[config.mk]
export PLATFORM = sky130hd
export DESIGN_NAME = psz_calc
export DESIGN_NICKNAME = d
export VERILOG_FILES = /design/src/rtl/psz_pkg.sv /design/src/rtl/psz_log2.sv /design/src/rtl/psz_seq.sv /design/src/rtl/psz_dp.sv /design/src/rtl/psz_calc.sv
export SDC_FILE = /design/constraint.sdc
export NUM_CORES = 1
export LEC_CHECK = 0
export BUFFER_PORTS_ARGS = -buffer_cell sky130_fd_sc_hd__buf_2
export CAP_MARGIN = 20
export CELL_PAD_IN_SITES_DETAIL_PLACEMENT = 0
export CELL_PAD_IN_SITES_GLOBAL_PLACEMENT = 1
export CORE_MARGIN = 1.5
export CORE_UTILIZATION = 30
export DETAILED_ROUTE_END_ITERATION = 8
export GPL_ROUTABILITY_DRIVEN = 0
export PLACE_DENSITY = 0.63
export SETUP_SLACK_MARGIN = 0.05
export SLEW_MARGIN = 10
export SYNTH_ARGS = -nofsm -noshare
export SYNTH_HDL_FRONTEND = slang
export SYNTH_SLANG_ARGS = --single-unit
[constraint.sdc]
create_clock -name clk_i -period 2.5 [get_ports clk_i]
set_input_delay 0.25 -clock clk_i [delete_from_list [all_inputs] [get_ports clk_i]]
set_output_delay 0.25 -clock clk_i [all_outputs]
set_load 0.01 [all_outputs]
[src/rtl/psz_pkg.sv]
package psz_pkg;
  localparam int BYTE_W  = 8;
  localparam int WIDTH_W = 2 * BYTE_W;
  localparam int LOG_W   = $clog2(WIDTH_W);
  localparam int NIB_W   = BYTE_W / 2;

  typedef enum logic [1:0] {
    F_COL   = 2'd0,
    F_WMSB  = 2'd1,
    F_WLSB  = 2'd2,
    F_BANKS = 2'd3
  } field_e;

  typedef enum logic [2:0] {
    S_IDLE, S_COL, S_WMSB, S_WLSB, S_BANKS, S_COL2, S_DONE
  } state_e;
endpackage

[src/rtl/psz_log2.sv]
module psz_log2 #(
  parameter int IN_W  = 16,
  parameter int OUT_W = $clog2(IN_W)
) (
  input  logic [IN_W-1:0]  val_i,
  output logic [OUT_W-1:0] lg_o,
  output logic             zero_o
);
  always_comb begin
    lg_o = '0;
    for (int i = 0; i < IN_W; i++) begin
      if (val_i[i]) lg_o = OUT_W'(i);
    end
  end

  assign zero_o = (val_i == '0);

  // highest set bit: shifting down by the result leaves exactly one
  always_comb begin
    if (val_i != '0) begin
      assert_msb_index_R3: assert ((val_i >> lg_o) == IN_W'(1));
    end
  end
endmodule

[src/rtl/psz_seq.sv]
module psz_seq
  import psz_pkg::*;
(
  input  logic   clk_i,
  input  logic   rst_ni,
  input  logic   start_i,
  input  logic   rsp_valid_i,
  input  logic   pair_i,
  output logic   req_o,
  output field_e field_o,
  output logic   acc_o,
  output logic   second_o,
  output logic   clear_o,
  output logic   done_o
);
  state_e state_q;

  assign req_o    = (state_q != S_IDLE) && (state_q != S_DONE);
  assign acc_o    = req_o && rsp_valid_i;
  assign second_o = (state_q == S_COL2);
  assign done_o   = (state_q == S_DONE);
  assign clear_o  = start_i && !req_o;

  always_comb begin
    unique case (state_q)
      S_WMSB:  field_o = F_WMSB;
      S_WLSB:  field_o = F_WLSB;
      S_BANKS: field_o = F_BANKS;
      default: field_o = F_COL;
    endcase
  end

  always_ff @(posedge clk_i or negedge rst_ni) begin
    if (!rst_ni) begin
      state_q <= S_IDLE;
    end else begin
      unique case (state_q)
        S_IDLE, S_DONE: if (start_i) state_q <= S_COL;
        S_COL:   if (acc_o) state_q <= S_WMSB;
        S_WMSB:  if (acc_o) state_q <= S_WLSB;
        S_WLSB:  if (acc_o) state_q <= S_BANKS;
        S_BANKS: if (acc_o) state_q <= pair_i ? S_COL2 : S_DONE;
        S_COL2:  if (acc_o) state_q <= S_DONE;
        default: state_q <= S_IDLE;
      endcase
    end
  end

  assert_req_hold_R2: assert property (@(posedge clk_i) disable iff (!rst_ni)
    (req_o && !rsp_valid_i) |=> (req_o && $stable(field_o)));

  assert_width_order_R1: assert property (@(posedge clk_i) disable iff (!rst_ni)
    (acc_o && field_o == F_WMSB) |=> (req_o && field_o == F_WLSB));

  assert_start_ignored_R11: assert property (@(posedge clk_i) disable iff (!rst_ni)
    (req_o && start_i && !rsp_valid_i) |=> (req_o && $stable(field_o)));
endmodule

[src/rtl/psz_dp.sv]
module psz_dp
  import psz_pkg::*;
#(
  parameter int RES_W = 6
) (
  input  logic               clk_i,
  input  logic               rst_ni,
  input  logic               clear_i,
  input  logic               acc_i,
  input  field_e             field_i,
  input  logic               second_i,
  input  logic [BYTE_W-1:0]  byte_i,
  input  logic               rd_err_i,
  input  logic [LOG_W-1:0]   lg_i,
  input  logic               wzero_i,
  output logic [WIDTH_W-1:0] width_o,
  output logic [RES_W-1:0]   side1_o,
  output logic [RES_W-1:0]   side2_o,
  output logic               err_o,
  output logic               bad_o
);
  logic [NIB_W-1:0]  cols_q;
  logic [BYTE_W-1:0] wmsb_q, wlsb_q;
  logic [NIB_W-1:0]  hi_nib, lo_nib;

  assign width_o = {wmsb_q, wlsb_q};
  assign hi_nib  = byte_i[BYTE_W-1:NIB_W];
  assign lo_nib  = byte_i[NIB_W-1:0];

  always_ff @(posedge clk_i or negedge rst_ni) begin
    if (!rst_ni) begin
      cols_q  <= '0;
      wmsb_q  <= '0;
      wlsb_q  <= '0;
      side1_o <= '0;
      side2_o <= '0;
      err_o   <= 1'b0;
      bad_o   <= 1'b0;
    end else if (clear_i) begin
      cols_q  <= '0;
      wmsb_q  <= '0;
      wlsb_q  <= '0;
      side1_o <= '0;
      side2_o <= '0;
      err_o   <= 1'b0;
      bad_o   <= 1'b0;
    end else if (acc_i) begin
      if (rd_err_i) err_o <= 1'b1;
      unique case (field_i)
        F_COL: begin
          if (!second_i) cols_q <= lo_nib;
          else if (hi_nib != '0)
            side2_o <= side1_o - RES_W'(lo_nib) + RES_W'(hi_nib);
          else
            side2_o <= side1_o;
        end
        F_WMSB: wmsb_q <= byte_i;
        F_WLSB: wlsb_q <= byte_i;
        F_BANKS: begin
          side1_o <= RES_W'(cols_q) + RES_W'(lg_i);
          if (wzero_i) err_o <= 1'b1;
          if (byte_i > BYTE_W'(2)) bad_o <= 1'b1;
        end
        default: ;
      endcase
    end
  end
endmodule

[src/rtl/psz_calc.sv]
module psz_calc
  import psz_pkg::*;
#(
  parameter int RES_W = 6
) (
  input  logic             clk_i,
  input  logic             rst_ni,
  input  logic             start_i,
  output logic             req_o,
  output logic [1:0]       field_o,
  input  logic             rsp_valid_i,
  input  logic [7:0]       rsp_data_i,
  input  logic             rsp_err_i,
  output logic             done_o,
  output logic [RES_W-1:0] side1_o,
  output logic [RES_W-1:0] side2_o,
  output logic             err_o,
  output logic             bad_banks_o
);
  field_e              field;
  logic                acc, second, clear, pair, wzero;
  logic [BYTE_W-1:0]   byte_v;
  logic [WIDTH_W-1:0]  width;
  logic [LOG_W-1:0]    lg;

  // failed read contributes a zero byte
  assign byte_v  = rsp_err_i ? '0 : rsp_data_i;
  assign pair    = (byte_v == BYTE_W'(2));
  assign field_o = field;

  psz_seq u_seq (
    .clk_i       (clk_i),
    .rst_ni      (rst_ni),
    .start_i     (start_i),
    .rsp_valid_i (rsp_valid_i),
    .pair_i      (pair),
    .req_o       (req_o),
    .field_o     (field),
    .acc_o       (acc),
    .second_o    (second),
    .clear_o     (clear),
    .done_o      (done_o)
  );

  psz_log2 #(.IN_W(WIDTH_W), .OUT_W(LOG_W)) u_log2 (
    .val_i  (width),
    .lg_o   (lg),
    .zero_o (wzero)
  );

  psz_dp #(.RES_W(RES_W)) u_dp (
    .clk_i    (clk_i),
    .rst_ni   (rst_ni),
    .clear_i  (clear),
    .acc_i    (acc),
    .field_i  (field),
    .second_i (second),
    .byte_i   (byte_v),
    .rd_err_i (rsp_err_i),
    .lg_i     (lg),
    .wzero_i  (wzero),
    .width_o  (width),
    .side1_o  (side1_o),
    .side2_o  (side2_o),
    .err_o    (err_o),
    .bad_o    (bad_banks_o)
  );

  assert_done_hold_R10: assert property (@(posedge clk_i) disable iff (!rst_ni)
    (done_o && !start_i) |=> (done_o && $stable(side1_o) && $stable(side2_o)
                              && $stable(err_o) && $stable(bad_banks_o)));

  assert_restart_clear_R10: assert property (@(posedge clk_i) disable iff (!rst_ni)
    (done_o && start_i) |=> (!done_o && side1_o == '0 && side2_o == '0 && !err_o));

  assert_bad_no_side2_R7: assert property (@(posedge clk_i) disable iff (!rst_ni)
    $rose(done_o) && bad_banks_o |-> (side2_o == '0 && !req_o));

  assert_no_req_when_done_R1: assert property (@(posedge clk_i) disable iff (!rst_ni)
    done_o |-> !req_o);
endmodule

==> impl_results.md, run 1 <==
* Synthesis-to-layout area growth at 17.6%
* Final net count at 320
* # fillers at 810
* CTS resizes at 0
* Post-synth EDFFs at 0
* FF-to-FF setup slack at 200 ps
* Req. time, crit path at 2670 ps
* # port buffers at 29
* Drt total wl at 5660 µm
* CTS Hold Bufs at 0
* Final Hold Vio Count at 0
* Worst slew pin tran at 863 ps
* Vias in the first global route at 1,886
* CTS H-tree depth at 2
* Avg Inst Size Synth at 9.10 µm²
* Slew Limit Fails at 0
* Crit share post-route at 0.921
* R2R cell count at 9
* Clock-pin slew on the worst setup and hold paths at 80 ps
* Seq cells post-synth at 36
* Final setup fails at 0
* Post-Synthesis Cells at 258
* GRT Overall Usage at 0.147
* RSZ-0062 raised after global routing: true
* Combinational cell fraction of total power at 0.544
* Cell-internal power at 1990 µW
* Sum Neg Setup Slack at 0 ps
* DR pass1 iterations at 4
* Die Area at 0.00837 mm²
* N_diodes at 0
* Core area at 0.00765 mm²
* Final min period at 2300 ps
* Slowest-stage cell, CP: fa_1
* HP Class: input pin to async pin
* CP cell instances: nor2b_1 -> nor4b_2 -> o31a_1 -> o221ai_1 -> ha_1 -> fa_1 -> a21o_1 -> a211oi_2 -> a211oi_1
* Total gr overflow at 0
* Wire length per cell at 14.3 µm
* Max Clk Rate at 0.434 GHz
* Row Count at 32
* Die Height at 91.5 µm
* Syn Nets at 286
* CTS tree: yes
* Ys Warns at 0
* Die X-Extent at 91.5 µm
* VDD IR-drop max at 419 µV
* Crit path largest cell delay at 410 ps
* DP Worst Slack at 79.8 ps
* Lkg Pwr at 0.00135 µW
* Headroom to the max-slew limit at 0.425
* Setup Crit Path Kind: register to register
* Worst-Skew Late Latency at 290 ps
* Arr. time, crit path at 2470 ps
* Clock Tree Root: clkbuf_8
* Initial antenna violation count at 0
* Maxcap violations at 0
* PnR worst setup slack at 198 ps
* Mapped Area at 0.00235 mm²
* Crit. Startpoint: u_dp.wlsb_q[5]$_DFFE_PN0P_
* RR Startpoint: u_dp.wlsb_q[5]$_DFFE_PN0P_
* Total CTS buffers at 5
* # IOs at 31
* Crit path capture type: register
* Worst R2R End: u_dp.side1_o[4]$_DFFE_PN0P_
* Number of library cell types mapped by synthesis at 49
* Layout cells sized above 1 at 0.212
* Setup bufs post-CTS at 0
* Clock network power share at 0.151
* Post-synthesis sequential area ratio at 0.384
* Outcome: finished clean
* Main flop type after synthesis: dfrtp_1
* CTS Sinks at 36
* DRC viols at 0
* Most frequent cells in the layout: 36 x nor2_1, 36 x dfrtp_1, 29 x buf_2
* Placed cells at 387
* Sequential power share at 0.305
* Worst Skew at 5.96 ps
* Clk buf depth at 2
* DR vias at 1,875
* CP Launch Type: register
* Switching Share at 0.431
* Largest net degree at the start of global routing at 37
* ANT nets after route at 0
* P_sw at 1510 µW
* Initial Utilization at 0.307
* Post-synth ARST share at 1.00
* Worst hold slack at 69.9 ps
* CP max FO at 4
* Pwr dens at 1270 mW/mm²
* Vias per inst at 4.75
* Global-route wire length before repair at 9600 µm
* Initial drt markers at 103
* Final std cells w/o fill at 395
* Hpwl dp at 4310 µm
-- routing by layer --
layer	share of wire	track usage	routed length [µm]
met2	0.43	0.218	2430
met1	0.52	0.217	2970
met3	0.038	0.0285	217
met5	0	0	0
met4	0.0088	0.0352	50
-- power by group through the flow --
stage          registers [µW]  clock network (µW)  logic (µW)
3_3_place_gp             1080                   0        1880
3_5_place_dp             1070                   0        1890
2_1_floorplan            1000                   0        1410
5_1_grt                  1110                 570        2150
4_1_cts                  1060                 541        1900
6_report                 1070                 530        1900
-- how the worst max path moves through the flow --
stage | to | slack (ps) | depth (start not counted)
after floorplan | u_dp.side1_o[3]$_DFFE_PN0P_ | 280 | 8
after global placement | u_dp.side1_o[4]$_DFFE_PN0P_ | 100 | 9
after detailed placement | u_dp.side1_o[4]$_DFFE_PN0P_ | 80 | 9
after CTS | u_dp.side1_o[4]$_DFFE_PN0P_ | 70 | 9
after global routing | u_dp.side1_o[4]$_DFFE_PN0P_ | 6 | 9
final | u_dp.side1_o[4]$_DFFE_PN0P_ | 200 | 9
-- critical path, delay by kind of cell (launching register included) --
kind,cells,cell delay (ps)
AOI/OAI and AO/OA,5,790
adders and majority gates,2,640
DFF,1,400
and+or+nand+nor,2,340
-- Yosys cell counts, types with 2 or more instances --
master	count	area [µm²]
o21bai_1	2	15.0
fa_1	5	100
ha_1	10	125
xnor2_1	5	43.8
mux2i_1	12	120
o21ai_0	8	40.0
nor2_2	2	12.5
a211oi_1	3	22.5
nor2_1	37	139
nor4_2	3	37.5
buf_2	10	50.1
nor2b_1	5	31.3
nand3_1	5	25.0
dfrtp_1	36	901
o22ai_1	5	31.3
o311ai_0	2	17.5
a21oi_1	15	75.1
nand2_1	25	93.8
nand2b_1	9	56.3
a21o_1	2	15.0
mux2_1	2	22.5
inv_1	26	97.6
buf_4	2	15.0
nor4b_1	2	17.5
-- cell type report --
type | instances | area, µm² | area share
Clock buffer | 5 | 68.8 | 0.0249
Clock inverter | 3 | 42.5 | 0.0154
Tap cell | 102 | 128 | 0.0462
Sequential cell | 36 | 901 | 0.326
Multi-Input combinational cell | 184 | 1310 | 0.472
Timing Repair Buffer | 39 | 220 | 0.0797
Inverter | 26 | 97.6 | 0.0353
-- stage by stage --
step	instance area, µm²	power [µW]	util
final	2760	3500	0.361
after global routing	2760	3830	0.361
after CTS	2750	3500	0.359
after detailed placement	2640	2960	0.345
after global placement	2640	2960	0.345
after floorplan	2350	2410	-
-- state kept, by name, indices dropped and copies added (netlist names) --
name,cells
u_dp.side2_o,6
u_dp.cols_q,4
u_dp.bad_o,1
u_seq.state_q,3
u_dp.side1_o,5
u_dp.err_o,1
u_dp.wmsb_q,8
u_dp.wlsb_q,8
-- cell families after synthesis --
| logic type | count (synthesis) | share of synthesized area |
|---|---|---|
| and+or+nand+nor | 97 | 0.218 |
| AOI/OAI and AO/OA | 50 | 0.141 |
| buffers and inverters | 38 | 0.0693 |
| DFF | 36 | 0.384 |
| adders and majority gates | 15 | 0.0959 |
| muxes | 15 | 0.0655 |
| xor gates and xnor gates | 6 | 0.0256 |
| other | 1 | 0.00160 |
No activity file was read; power rests on OpenSTA's default activity.
==> inputs of run 2 (changes only) <==
Settings changed: PLACE_DENSITY 0.63 to 0.57.
==> run 2 against run 1 <==
Against the previous run:
- final area increased by 0.36%
- global-route usage rose by 0.35 points
- critical path depth did not move
- clock skew is 5.4 ps higher
- clock-buffer cell count unchanged
- core utilization rose by 0.13 points
==> impl_results.md, run 2 (synthesis results as in run 1) <==
* Clock Tree Root: clkbuf_8
* Hpwl dp at 4470 µm
* Worst-Skew Late Latency at 300 ps
* Req. time, crit path at 2680 ps
* Drt total wl at 5960 µm
* Worst path depth at 9
* CP cell instances: nor2_1 -> nor4b_2 -> o31a_1 -> o221ai_1 -> ha_2 -> fa_2 -> a21o_1 -> a211oi_2 -> a211oi_1
* Worst Skew at 11.4 ps
* Worst slew pin tran at 863 ps
* Maxcap violations at 0
* Core area at 0.00765 mm²
* Initial Utilization at 0.307
* Vias per inst at 4.78
* # port buffers at 29
* Largest net degree at the start of global routing at 37
* DRC viols at 0
* Global-route wire length before repair at 9690 µm
* Arr. time, crit path at 2420 ps
* Max Clk Rate at 0.446 GHz
* Cell family with most CP delay: compound AO/OA/AOI/OAI gates
* Final setup fails at 0
* Crit path largest cell delay at 410 ps
* Total CTS buffers at 5
* Clk buf depth at 2
* Vias in the first global route at 1,854
* Row Count at 32
* Crit path capture type: register
* DR pass1 iterations at 4
* Clock-pin slew on the worst setup and hold paths at 90 ps
* RSZ-0062 raised after global routing: false
* Die Area at 0.00837 mm²
* Synthesis-to-layout area growth at 18.1%
* Setup Crit Path Kind: register to register
* Worst R2R End: u_dp.side1_o[4]$_DFFE_PN0P_
* Wire length per cell at 15.1 µm
* Largest registers: u_dp.wlsb_q x8, u_dp.wmsb_q x8, u_dp.side2_o x6
* CTS Hold Bufs at 0
* Initial drt markers at 55
* RR Startpoint: u_dp.wmsb_q[7]$_DFFE_PN0P_
* Final std cells w/o fill at 396
* CP Launch Type: register
* Lkg Pwr at 0.00135 µW
* ANT nets after route at 0
* HP Class: input pin to async pin
* Outcome: finished clean
* # IOs at 31
* Headroom to the max-slew limit at 0.424
* Sum Neg Setup Slack at 0 ps
* Die X-Extent at 91.5 µm
* Final net count at 321
* Total gr overflow at 0
* Most frequent cells in the layout: 37 x nor2_1, 36 x dfrtp_1, 29 x buf_2
* Slowest-stage cell, CP: dfrtp_1
* Pwr dens at 1270 mW/mm²
* R2R cell count at 9
* Slew Limit Fails at 0
* Crit share post-route at 0.898
* DR vias at 1,893
* Final min period at 2240 ps
* CP bufs+invs at 0
* Final Hold Vio Count at 0
* Initial antenna violation count at 0
* CP max FO at 3
* N_diodes at 0
* GRT Overall Usage at 0.150
* VDD IR-drop max at 433 µV
* Die Height at 91.5 µm
* Leading cell type in the layout, fill and taps excluded: nor2_1
* FF-to-FF setup slack at 260 ps
* CTS tree: yes
* Layout cells sized above 1 at 0.218
* CTS Sinks at 36
* Placed cells at 388
* CTS H-tree depth at 2
[run 2: cell count changes in the layout (fill, tap and decap cells not counted)]
cell    previous run  this run
fa_1               5         4
nor2_1            36        37
nor2_2             3         2
ha_2               0         1
ha_1              10         9
buf_4             10        11
fa_2               0         1
[run 2: stage by stage]
| step | setup slack [ps] | instance area (µm²) | hold WS [ps] | utilization | power (µW) |
|---|---|---|---|---|---|
| 5_1_grt | 64.7 | 2770 | 142 | 0.363 | 3850 |
| 4_1_cts | 61.6 | 2760 | 98.2 | 0.361 | 3540 |
| 3_5_place_dp | 20.4 | 2650 | 428 | 0.346 | 2970 |
| 6_report | 256 | 2770 | 59.1 | 0.363 | 3530 |
| 3_3_place_gp | 53.3 | 2650 | 440 | 0.346 | 2990 |
| 2_1_floorplan | 285 | 2350 | -45.6 | - | 2410 |
[run 2: cell type report]
type | instances | area, µm²
clock buffers | 5 | 68.8
flip-flops and latches | 36 | 901
well taps | 102 | 128
inverters | 26 | 97.6
clock inverters | 3 | 42.5
fillers | 810 | 4870
multi-input cells | 184 | 1310
repair buffers | 40 | 228
[run 2: worst register-to-register path, stage by stage (launching register included)]
cell	delay [ps]
dfrtp_1	410
nor2_1	160
nor4b_2	210
o31a_1	180
o221ai_1	140
ha_2	220
fa_2	350
a21o_1	200
a211oi_2	180
a211oi_1	90
[run 2: worst max path at each step]
stage | start | end | slack (ps)
floorplan | u_dp.wlsb_q[5]$_DFFE_PN0P_ | u_dp.side1_o[3]$_DFFE_PN0P_ | 280
global placement | u_dp.wmsb_q[1]$_DFFE_PN0P_ | u_dp.side1_o[4]$_DFFE_PN0P_ | 50
detailed placement | u_dp.wmsb_q[7]$_DFFE_PN0P_ | u_dp.side1_o[4]$_DFFE_PN0P_ | 20
CTS | u_dp.wlsb_q[5]$_DFFE_PN0P_ | u_dp.side1_o[4]$_DFFE_PN0P_ | 60
global route | u_dp.wlsb_q[3]$_DFFE_PN0P_ | u_dp.side1_o[3]$_DFFE_PN0P_ | 60
finish | u_dp.wmsb_q[7]$_DFFE_PN0P_ | u_dp.side1_o[4]$_DFFE_PN0P_ | 260
[run 2: metal layers]
layer,track usage,up-vias,share of wire,wire [µm]
li1,-,945,-,-
met4,0.0547,0,0.013,78
met1,0.215,915,0.50,2990
met5,0,-,0,0
met2,0.229,26,0.46,2740
met3,0.0201,7,0.025,148
[run 2: report_power, final]
group          switching (µW)  internal (µW)  total [µW]  leakage [µW]
logic                    1050            895        1950      0.000813
registers                 239            809        1050      0.000486
clock network             242            296         538     0.0000541
total                    1530           2000        3530       0.00135
[run 2: repair_timing]
action / in CTS / in global routing
endpoints found under the setup margin: 1 / 2
buffers inserted: 0 / 0
resized for setup: 1 / 4
pin swaps: 0 / 1
endpoints found under the hold margin: 0 / 0
